File: config.mk
export PLATFORM = sky130hd
export DESIGN_NAME = gain_norm_decimator
export DESIGN_NICKNAME = d
export VERILOG_FILES = /design/src/rtl/gnd_pkg.sv /design/src/rtl/gnd_scaler.sv /design/src/rtl/gnd_block_counter.sv /design/src/rtl/gnd_accum.sv /design/src/rtl/gain_norm_decimator.sv
export SDC_FILE = /design/constraint.sdc
export NUM_CORES = 1
export LEC_CHECK = 0
export BUFFER_PORTS_ARGS = -buffer_cell sky130_fd_sc_hd__buf_2
export CAP_MARGIN = 5
export CORE_ASPECT_RATIO = 1.5
export CORE_MARGIN = 3
export CORE_UTILIZATION = 61
export CTS_CLUSTER_DIAMETER = 50
export CTS_CLUSTER_SIZE = 8
export DETAILED_ROUTE_END_ITERATION = 8
export PLACE_DENSITY = 0.82
export SLEW_MARGIN = 20
export SYNTH_ARGS = -nofsm -noshare
export SYNTH_HDL_FRONTEND = slang
export SYNTH_SLANG_ARGS = --single-unit
File: constraint.sdc
create_clock -name clk -period 5.9 [get_ports clk]
set_input_delay 0.59 -clock clk [delete_from_list [all_inputs] [get_ports clk]]
set_output_delay 0.59 -clock clk [all_outputs]
set_load 0.05 [all_outputs]
File: src/rtl/gnd_pkg.sv
package gnd_pkg;
    localparam int SAMPLE_W_DEF = 16;
    localparam int RATIO_DEF    = 72;
    localparam int GAIN_DEF     = 100;
    localparam int SCALED_W_DEF = 24;
    localparam int ACC_W_DEF    = 32;

    typedef enum logic {
        GAIN_UNITY = 1'b0,
        GAIN_HIGH  = 1'b1
    } gain_sel_e;
endpackage

File: src/rtl/gnd_scaler.sv
module gnd_scaler
    import gnd_pkg::*;
#(
    parameter int SAMPLE_W = SAMPLE_W_DEF,
    parameter int SCALED_W = SCALED_W_DEF,
    parameter int GAIN     = GAIN_DEF
) (
    input  logic [SAMPLE_W-1:0] sample,
    input  logic                gain_hi,
    output logic [SCALED_W-1:0] scaled
);
    localparam logic signed [SCALED_W-1:0] FACTOR = SCALED_W'(GAIN);

    logic signed [SCALED_W-1:0] wide;
    logic signed [SCALED_W-1:0] product;

    always_comb begin
        wide    = {{(SCALED_W-SAMPLE_W){sample[SAMPLE_W-1]}}, sample};
        product = wide * FACTOR;
        if (gain_sel_e'(gain_hi) == GAIN_HIGH) begin
            scaled = wide;
        end else begin
            scaled = product;
        end
    end
endmodule

File: src/rtl/gnd_block_counter.sv
module gnd_block_counter
    import gnd_pkg::*;
#(
    parameter int RATIO = RATIO_DEF,
    localparam int CNT_W = $clog2(RATIO)
) (
    input  logic             clk,
    input  logic             rst_n,
    input  logic             clear,
    input  logic             step,
    output logic [CNT_W-1:0] count,
    output logic             wrap
);
    localparam logic [CNT_W-1:0] LAST = CNT_W'(RATIO - 1);

    typedef struct packed {
        logic [CNT_W-1:0] cnt;
    } cnt_state_t;

    cnt_state_t s_d, s_q;

    always_comb begin
        s_d  = s_q;
        wrap = step && !clear && (s_q.cnt == LAST);
        if (clear) begin
            s_d.cnt = '0;
        end else if (step) begin
            s_d.cnt = wrap ? '0 : s_q.cnt + 1'b1;
        end
    end

    always_ff @(posedge clk) begin
        if (!rst_n) begin
            s_q <= '0;
        end else begin
            s_q <= s_d;
        end
    end

    assign count = s_q.cnt;

    AST_CNT_RANGE: assert property (@(posedge clk) disable iff (!rst_n)
        count <= LAST);
    AST_WRAP_RESTART: assert property (@(posedge clk) disable iff (!rst_n)
        wrap |=> count == '0);
    AST_IDLE_FREEZE: assert property (@(posedge clk) disable iff (!rst_n)
        (!step && !clear) |=> $stable(count));
    AST_CLEAR_CNT: assert property (@(posedge clk) disable iff (!rst_n)
        clear |=> count == '0);
endmodule

File: src/rtl/gnd_accum.sv
module gnd_accum
    import gnd_pkg::*;
#(
    parameter int SCALED_W = SCALED_W_DEF,
    parameter int ACC_W    = ACC_W_DEF
) (
    input  logic             clk,
    input  logic             rst_n,
    input  logic             clear,
    input  logic             add_en,
    input  logic             wrap,
    input  logic [SCALED_W-1:0] addend,
    output logic [ACC_W-1:0] acc,
    output logic             res_valid,
    output logic [ACC_W-1:0] result
);
    typedef struct packed {
        logic [ACC_W-1:0] acc;
        logic [ACC_W-1:0] res;
        logic             vld;
    } acc_state_t;

    acc_state_t       s_d, s_q;
    logic [ACC_W-1:0] ext;
    logic [ACC_W-1:0] sum;

    always_comb begin
        s_d     = s_q;
        s_d.vld = 1'b0;
        ext     = {{(ACC_W-SCALED_W){addend[SCALED_W-1]}}, addend};
        sum     = s_q.acc + ext;
        if (clear) begin
            s_d.acc = '0;
        end else if (add_en) begin
            if (wrap) begin
                s_d.res = sum;
                s_d.vld = 1'b1;
                s_d.acc = '0;
            end else begin
                s_d.acc = sum;
            end
        end
    end

    always_ff @(posedge clk) begin
        if (!rst_n) begin
            s_q <= '0;
        end else begin
            s_q <= s_d;
        end
    end

    assign acc       = s_q.acc;
    assign res_valid = s_q.vld;
    assign result    = s_q.res;

    AST_PULSE_SINGLE: assert property (@(posedge clk) disable iff (!rst_n)
        res_valid |=> !res_valid);
    AST_RESULT_HOLD: assert property (@(posedge clk) disable iff (!rst_n)
        !res_valid |-> $stable(result));
    AST_CLEAR_ACC: assert property (@(posedge clk) disable iff (!rst_n)
        clear |=> (acc == '0 && !res_valid));
endmodule

File: src/rtl/gain_norm_decimator.sv
module gain_norm_decimator
    import gnd_pkg::*;
#(
    parameter int SAMPLE_W = SAMPLE_W_DEF,
    parameter int RATIO    = RATIO_DEF,
    parameter int GAIN     = GAIN_DEF,
    parameter int SCALED_W = SCALED_W_DEF,
    parameter int ACC_W    = ACC_W_DEF
) (
    input  logic                clk,
    input  logic                rst_n,
    input  logic                clear,
    input  logic                in_valid,
    input  logic [SAMPLE_W-1:0] in_sample,
    input  logic                in_gain_hi,
    output logic                out_valid,
    output logic [ACC_W-1:0]    out_result
);
    localparam int CNT_W = $clog2(RATIO);
    localparam logic signed [ACC_W-1:0] MAX_MAG =
        ACC_W'(GAIN) * (ACC_W'(1) <<< (SAMPLE_W - 1));

    logic [SCALED_W-1:0] scaled;
    logic [CNT_W-1:0]    count;
    logic                wrap;
    logic [ACC_W-1:0]    acc;

    gnd_scaler #(
        .SAMPLE_W (SAMPLE_W),
        .SCALED_W (SCALED_W),
        .GAIN     (GAIN)
    ) u_scaler (
        .sample  (in_sample),
        .gain_hi (in_gain_hi),
        .scaled  (scaled)
    );

    gnd_block_counter #(
        .RATIO (RATIO)
    ) u_counter (
        .clk   (clk),
        .rst_n (rst_n),
        .clear (clear),
        .step  (in_valid),
        .count (count),
        .wrap  (wrap)
    );

    gnd_accum #(
        .SCALED_W (SCALED_W),
        .ACC_W    (ACC_W)
    ) u_accum (
        .clk       (clk),
        .rst_n     (rst_n),
        .clear     (clear),
        .add_en    (in_valid),
        .wrap      (wrap),
        .addend    (scaled),
        .acc       (acc),
        .res_valid (out_valid),
        .result    (out_result)
    );

    logic signed [ACC_W-1:0] bound;
    always_comb begin
        bound = $signed({{(ACC_W-CNT_W){1'b0}}, count}) * MAX_MAG;
    end

    AST_NO_OVERFLOW: assert property (@(posedge clk) disable iff (!rst_n)
        ($signed(acc) <= bound) && ($signed(acc) >= -bound));
    AST_PULSE_AFTER_WRAP: assert property (@(posedge clk) disable iff (!rst_n)
        out_valid |-> $past(wrap));
endmodule

Word level (Yosys, flattened, before mapping)
Cells that the tools add are included.
Word-level totals
  output and inout port bits: 33
  flip-flop bits (word level): 72
  word-level logic and storage cells: 21
  bits of input ports: 21
Cells by class
  add/subtract/negate cells: 2
  equality and inequality tests: 1
  bitwise operators: 3
  multipliers: 1
  muxes and demuxes: 4
  reduce and logical (&&, ||, !) cells: 6
Operators with widths (count)
  $add A32 B32 Y32: 1
  $mux W32: 1
  $mux W24: 1
  $mul A16 B6 Y22 const B: 1
  $add A7 B1 Y7 const B: 1
  $eq A7 B7 Y1 const B: 1
  $mux W7: 1
  $not A1 Y1: 3
  $reduce_and A3 Y1: 1
  $reduce_or A3 Y1: 1
  $logic_and A1 B1 Y1: 2
  $reduce_or A2 Y1: 1
  $logic_not A1 Y1: 1
  $mux W1: 1

Longest topological paths before layout
Gate-level depths: netlist of the first run.
  depth in word-level cells: 4
  mapped depth: 23
  gate-level depth less buffers: 23

Modules after synthesis
From an unflattened synthesis of the first run, not the netlist that was laid out.
Unflattened totals
  cell total of the unflattened synthesis: 750
  area total of the unflattened synthesis: 6239.7 um^2
Modules (own cells, without submodules)
  gnd_accum: area an instance 4122.7 um^2, times used 1, cells an instance 517
  gnd_scaler: area an instance 1771.7 um^2, times used 1, cells an instance 198
  gnd_block_counter: area an instance 345.3 um^2, times used 1, cells an instance 35

Worst setup path before layout of the first run
Ideal clock, no wire load.
  path kind: input-to-reg
  start: input port in_sample[1]
  end: register u_accum.s_q, in the netlist u_accum.result[29]
  setup time: 70 ps
  stages: 21
  buffers on the path: 1
  data arrival time: 5412 ps
  required time: 5830 ps
  setup slack: 417 ps
  cell sequence: ha_1 fa_1 ha_1 ha_1 inv_1 fa_1 nand2b_1 a21oi_1 or4_4 a311o_1 a41oi_2 xor2_2 inv_1 ha_1 clkbuf_1 nand4_1 or3_1 o21ai_0 mux2i_1 o21ai_0 a21oi_1
Between the ends
  word-level cells in the longest chain between the ends: 3
RTL lines
  from (decl): RTL line gain_norm_decimator.sv:14  | input logic [SAMPLE_W-1:0] in_sample,
  $mul A16 B6 Y22: RTL line gnd_scaler.sv:19  | product = wide * FACTOR;
  $mux W24 (*): RTL line gnd_scaler.sv:20  | if (gain_sel_e'(gain_hi) == GAIN_HIGH) begin
  $add A32 B32 Y32 (*): RTL line gnd_accum.sv:31  | sum = s_q.acc + ext;
  to (signal assigned): RTL line gnd_accum.sv:47  | s_q <= '0;
  to (signal assigned): RTL line gnd_accum.sv:49  | s_q <= s_d;
  to (decl): RTL line gnd_accum.sv:23  | acc_state_t s_d, s_q;
Mark *: on every way between the ends. The rest lies on a longest branch, timed or not.
A chain may end at the register's enable or synchronous reset.

Worst setup path in the final report of the first run
  start: input port in_sample[1]
  end: register u_accum.s_q, in the netlist u_accum.result[24]
Same word-level chain as after synthesis.

==> metrics.txt, run 1 <==
status complete, no violations; Bufs and invs on worst path 2; Final ANT Viol Nets 0; Main synth FF type dfxtp_1; initial DRC count 330; min Tclk post-route 5.58 ns; Top delay family on crit path compound AO/OA/AOI/OAI gates; max incr delay on CP 0.50 ns; buffer levels on the longest clock path 2; CP cell instances buf_2, ha_1, fa_1, ha_1, ha_1, inv_1, fa_1, nand2b_1, a21oi_1, or4_4, a311o_1, a21o_1, a21oi_1, xor2_1, o21ai_0, ha_1, a21oi_1, o21ai_0, a221o_1, o21a_1, o21a_1, or3_1, a21oi_1; dpl hpwl 11400 um; largest net degree at the start of global routing 38; kind of critical path in -> reg; overall power 1.89 mW; Die Wd 86.7 um; max_cap viols 0; Slew HR 28.3%; FFs w/ async S/R, synth 0%; Worst VDD drop 280 uV; share of the synthesized area in the top cell type 24.2%; Post-synth top cells nand2_1 (94), a21oi_1 (85), ha_1 (84); leakage 2.99 nW; Hold EP u_accum.result[28]; CTS tree done; row cnt 43; Final Max Slew Viols 0; Worst R2R Path Depth 11; worst slew pin tran 1.07 ns; initial antenna violation count 0; RR Endpoint u_accum.acc[26]; post-route DRC violation count 0; WHS 0.454 ns; HP Class reg -> reg; RSZ-0062 raised after global routing no; core area 9360 um^2; cell with the most instances after synthesis nand2_1; Worst EP arrival 5.84 ns; grt ovf 0; # diodes 0; cell area after synthesis 5960 um^2; hold depth 2; Crit. End Element register; worst-skew pair later-pin latency 0.33 ns; Ys Warns 0; clock skew 0.00583 ns; count of different cell masters after synthesis 58; Pre-antenna DRT Iters 5; CTS Sinks 72; Worst Path Required 6.16 ns; area grow syn2layout 11.6%; CTS Hold Bufs 0; final cell count without fillers 899; Placer Congestion 0.938; final setup fails 0; fraction of layout cells with a size suffix above 1 12.6%; final wirelength 14500 um; post-layout util 71.0%; Setup TNS Final 0 ns; met3 usage 3.61%; sequential fraction of the synthesis area 24.2%; initial core utilization 63.6%; post-synthesis instance total 737; Die Y 127 um; first-pass GRT wire length 24900 um; vias in the first global route 5457; Post-CTS Setup Inserts 0; Yosys reg bits 72; met2 Use GR 49.7%; Pwr Density 285 nW/um^2; Avg WL per Cell 16.1 um; met1 GRT Util 33.9%; final worst-path cycle share 94.6%; synthesized net count 857; clock root buffer master clkbuf_16; HP Start u_accum.result[28]; io pins 54; fmax 0.179 GHz; CP max stage cell or4_4; gr usage total 27.8%; setup slack, reg-to-reg 2.73 ns; Final Hold Viols 0; busiest grt layer met2; vias per inst 6.13; synth top area cells dfxtp_1 (24%), ha_1 (18%), a21oi_1 (7.1%); clock-pin slew on the worst setup and hold paths 0.06 ns; syn_area_per_cell 8.08 um^2; number of nets in the final layout 902; Die Area 11000 um^2; number of synthesized flops with an enable pin 0; worst flop-to-flop path startpoint u_accum.acc[0]; cell taking the most area after synthesis dfxtp_1; Critical Path Fanout Max 5; Via Count 5514; Resized cells post-CTS 0; CTS Buf Count 9; Critical Path Source Type input pin; dpl cells 883; H-tree levels 3; port bufs 53
metal layers:
metal | share of wire [%] | vias to the layer above
met1 | 42 | 2603
met2 | 51 | 174
met5 | 0 | -
met4 | 2.6 | 0
met3 | 4.7 | 32
li1 | - | 2705
report_power, final:
group / internal, mW / total, mW / switching, mW
registers: 0.504 / 0.516 / 0.0123
clock network: 0.329 / 0.542 / 0.213
logic: 0.344 / 0.835 / 0.491
total: 1.18 / 1.89 / 0.716
worst max-delay path by stage:
stage / from / end / depth (start not counted)
global route: in_sample[2] / u_accum.acc[31] / 22
CTS: in_sample[1] / u_accum.result[29] / 22
finish: in_sample[1] / u_accum.result[24] / 23
detailed placement: in_sample[1] / u_accum.result[29] / 22
global placement: in_sample[1] / u_accum.result[29] / 22
floorplan: in_sample[1] / u_accum.result[29] / 21
cell type report:
class,count,area (um^2)
Tap cell,112,140
Sequential cell,72,1440
Clock inverter,6,67.6
Inverter,21,78.8
Timing Repair Buffer,65,355
Clock buffer,10,229
Fill cell,742,2710
Multi-Input combinational cell,613,4340
worst min-delay path, cell delays in order (launching register included):
cell,delay (ns)
dfxtp_1,0.31
nand2_1,0.05
a21oi_1,0.05
through the flow:
step           setup WS (ns)  instance area (um^2)
2_1_floorplan          0.417                  5960
3_3_place_gp         -0.0181                  6340
3_5_place_dp         -0.0625                  6340
4_1_cts                0.264                  6630
5_1_grt              0.00765                  6650
6_report               0.321                  6650
sequential cells by signal, indices dropped and copies added, names as in the netlist:
| signal | flops |
|---|---|
| u_accum.acc | 32 |
| u_accum.res_valid | 1 |
| u_counter.count | 7 |
| u_accum.result | 32 |
kinds of logic (layout without fill, tap and decap cells):
kind of cell	after synthesis	in the layout	synth area share, %
buffers and inverters	52	102	3.28
adders and majority gates	99	99	22.7
and+or+nand+nor	244	244	18.8
xor gates and xnor gates	50	50	7.48
muxes	12	12	2.14
DFF	72	72	24.2
AOI/OAI and AO/OA	208	208	21.4
cell usage in the layout, fill, tap and decap left out, types with 7 or more instances in the layout:
master / n
a21o_1: 14
a21oi_1: 85
a22o_1: 7
buf_2: 53
buf_4: 12
clkbuf_16: 9
dfxtp_1: 72
fa_1: 15
ha_1: 83
inv_1: 19
nand2_1: 94
nand2b_1: 13
nand3_1: 20
nand4_1: 7
nor2_1: 61
nor2b_1: 16
nor3_1: 7
o21ai_0: 44
xnor2_1: 26
xor2_1: 23
Note: power is estimated with default switching activity, not from simulation.
==> inputs of run 2 (changes only) <==
--- a/config.mk
+++ b/config.mk
@@ -9,11 +9,10 @@
 export CAP_MARGIN = 5
 export CORE_ASPECT_RATIO = 1.5
 export CORE_MARGIN = 3
-export CORE_UTILIZATION = 61
+export CORE_UTILIZATION = 36
 export CTS_CLUSTER_DIAMETER = 50
 export CTS_CLUSTER_SIZE = 8
 export DETAILED_ROUTE_END_ITERATION = 8
-export PLACE_DENSITY = 0.82
 export SLEW_MARGIN = 20
 export SYNTH_ARGS = -nofsm -noshare
 export SYNTH_HDL_FRONTEND = slang
==> constraint.sdc (replaced) <==
create_clock -name clk -period 5.75 [get_ports clk]
set_input_delay 0.575 -clock clk [delete_from_list [all_inputs] [get_ports clk]]
set_output_delay 0.575 -clock clk [all_outputs]
set_load 0.05 [all_outputs]
==> metrics.txt, run 2 (same netlist as run 1, synthesis figures left out) <==
status complete, no violations; dpl hpwl 12300 um; fraction of layout cells with a size suffix above 1 17.1%; area grow syn2layout 18.9%; Worst EP arrival 5.71 ns; kind of critical path in -> reg; leakage 3.19 nW; min Tclk post-route 5.46 ns; worst setup path start in_sample[1]; Die Wd 111 um; overall power 2.08 mW; dpl cells 1011; commonest non-fill, non-tap cell in the layout nand2_1; Avg WL per Cell 15.1 um; clock root buffer master clkbuf_16; H-tree levels 3; final worst-path cycle share 95.0%; io pins 54; post-layout util 43.8%; Placer Congestion 0.897; fmax 0.183 GHz; port bufs 53; RR Endpoint u_accum.acc[26]; setup slack, reg-to-reg 2.64 ns; Post-CTS Setup Inserts 0; vias in the first global route 5334; Pwr Density 294 nW/um^2; initial DRC count 254; Worst R2R Path Depth 11; Slew HR 32.5%; gr usage total 17.0%; worst slew pin tran 1.01 ns; Pre-antenna DRT Iters 5; final cell count without fillers 1026; most frequent cells in the layout nand2_1 (93), ha_1 (83), a21oi_1 (82); row cnt 57; post-route DRC violation count 0; buffer levels on the longest clock path 2; Final ANT Viol Nets 0; Via Count 5430; Die Area 18200 um^2; worst-skew pair later-pin latency 0.33 ns; Crit. End Element register; max_cap viols 0; Resized cells post-CTS 0; Critical Path Source Type input pin; filler instances 1621; Final Hold Viols 0; vias per inst 5.29; grt ovf 0; Critical Path Fanout Max 5; CTS tree done; core area 16200 um^2; final setup fails 0; # diodes 0; clock skew 0.00829 ns; initial antenna violation count 0; Die Y 164 um; Worst Path Required 6.00 ns; CTS Sinks 72; largest net degree at the start of global routing 38; CTS Hold Bufs 0; final wirelength 15500 um; CTS Buf Count 9; clock-pin slew on the worst setup and hold paths 0.05 ns; HP Class reg -> reg; Final Max Slew Viols 0; CP endpoint u_accum.result[24]; first-pass GRT wire length 25600 um; worst flop-to-flop path startpoint u_accum.acc[0]; number of nets in the final layout 936; Worst VDD drop 276 uV; initial core utilization 36.8%
-- run 2: worst max-delay path, stage by stage --
cell and delay [ns]:
buf_2 0.12, ha_1 0.30, fa_1 0.45, ha_1 0.30
ha_1 0.21, inv_1 0.07, fa_1 0.18, nand2b_4 0.13
a21oi_2 0.06, or4_4 0.50, a311o_1 0.42, a21o_1 0.21
a21oi_2 0.15, xor2_1 0.14, o21ai_0 0.09, ha_1 0.40
a21oi_2 0.15, o21ai_1 0.08, a221o_1 0.34, o21a_1 0.20
o21a_1 0.18, or3_1 0.34, a21oi_1 0.12
-- run 2: worst min-delay path by stage --
stage                       start                 end  slack [ns]  cells after the start
2_1_floorplan     u_accum.acc[29]     u_accum.acc[29]        0.42                      2
3_3_place_gp      u_accum.acc[29]     u_accum.acc[29]        0.44                      2
3_5_place_dp      u_accum.acc[29]     u_accum.acc[29]        0.44                      2
4_1_cts        u_accum.result[19]  u_accum.result[19]        0.45                      2
5_1_grt         u_accum.result[6]   u_accum.result[6]        0.47                      2
6_report       u_accum.result[29]  u_accum.result[29]        0.45                      2
-- run 2: layer usage --
layer  share of wire, %  up-vias  wire, um  global-route usage [%]
met5                  0        -         0                       0
met4                1.4        0       220                    4.54
met3                2.1       19       333                    1.85
met2                 51       95      7980                    31.4
met1                 45     2544      6990                    20.8
li1                   -     2772         -                       -
-- run 2: final cells by class --
| cell class | instances | area (um^2) | share of cell area [%] |
|---|---|---|---|
| multi-input cells | 613 | 4370 | 61.6 |
| flip-flops and latches | 72 | 1440 | 20.3 |
| repair buffers | 99 | 611 | 8.62 |
| well taps | 206 | 258 | 3.64 |
| clock buffers | 11 | 253 | 3.57 |
| inverters | 21 | 78.8 | 1.11 |
| clock inverters | 4 | 76.3 | 1.08 |
-- run 2: where the power goes --
group          internal (mW)  leakage [nW]  switching, mW
combinational          0.417          2.45          0.523
sequential             0.517         0.583         0.0134
clock                  0.403         0.158          0.210
-- run 2: through the flow --
stage	area, um^2	worst slack (ns)	hold WS [ns]	TNS, ns
6_report	7080	0.290	0.452	0
4_1_cts	7040	0.247	0.451	0
2_1_floorplan	5960	0.282	0.422	0
3_5_place_dp	6710	-0.0989	0.441	-0.357
3_3_place_gp	6710	-0.0410	0.438	-0.103
5_1_grt	7080	-0.0115	0.475	-0.0131
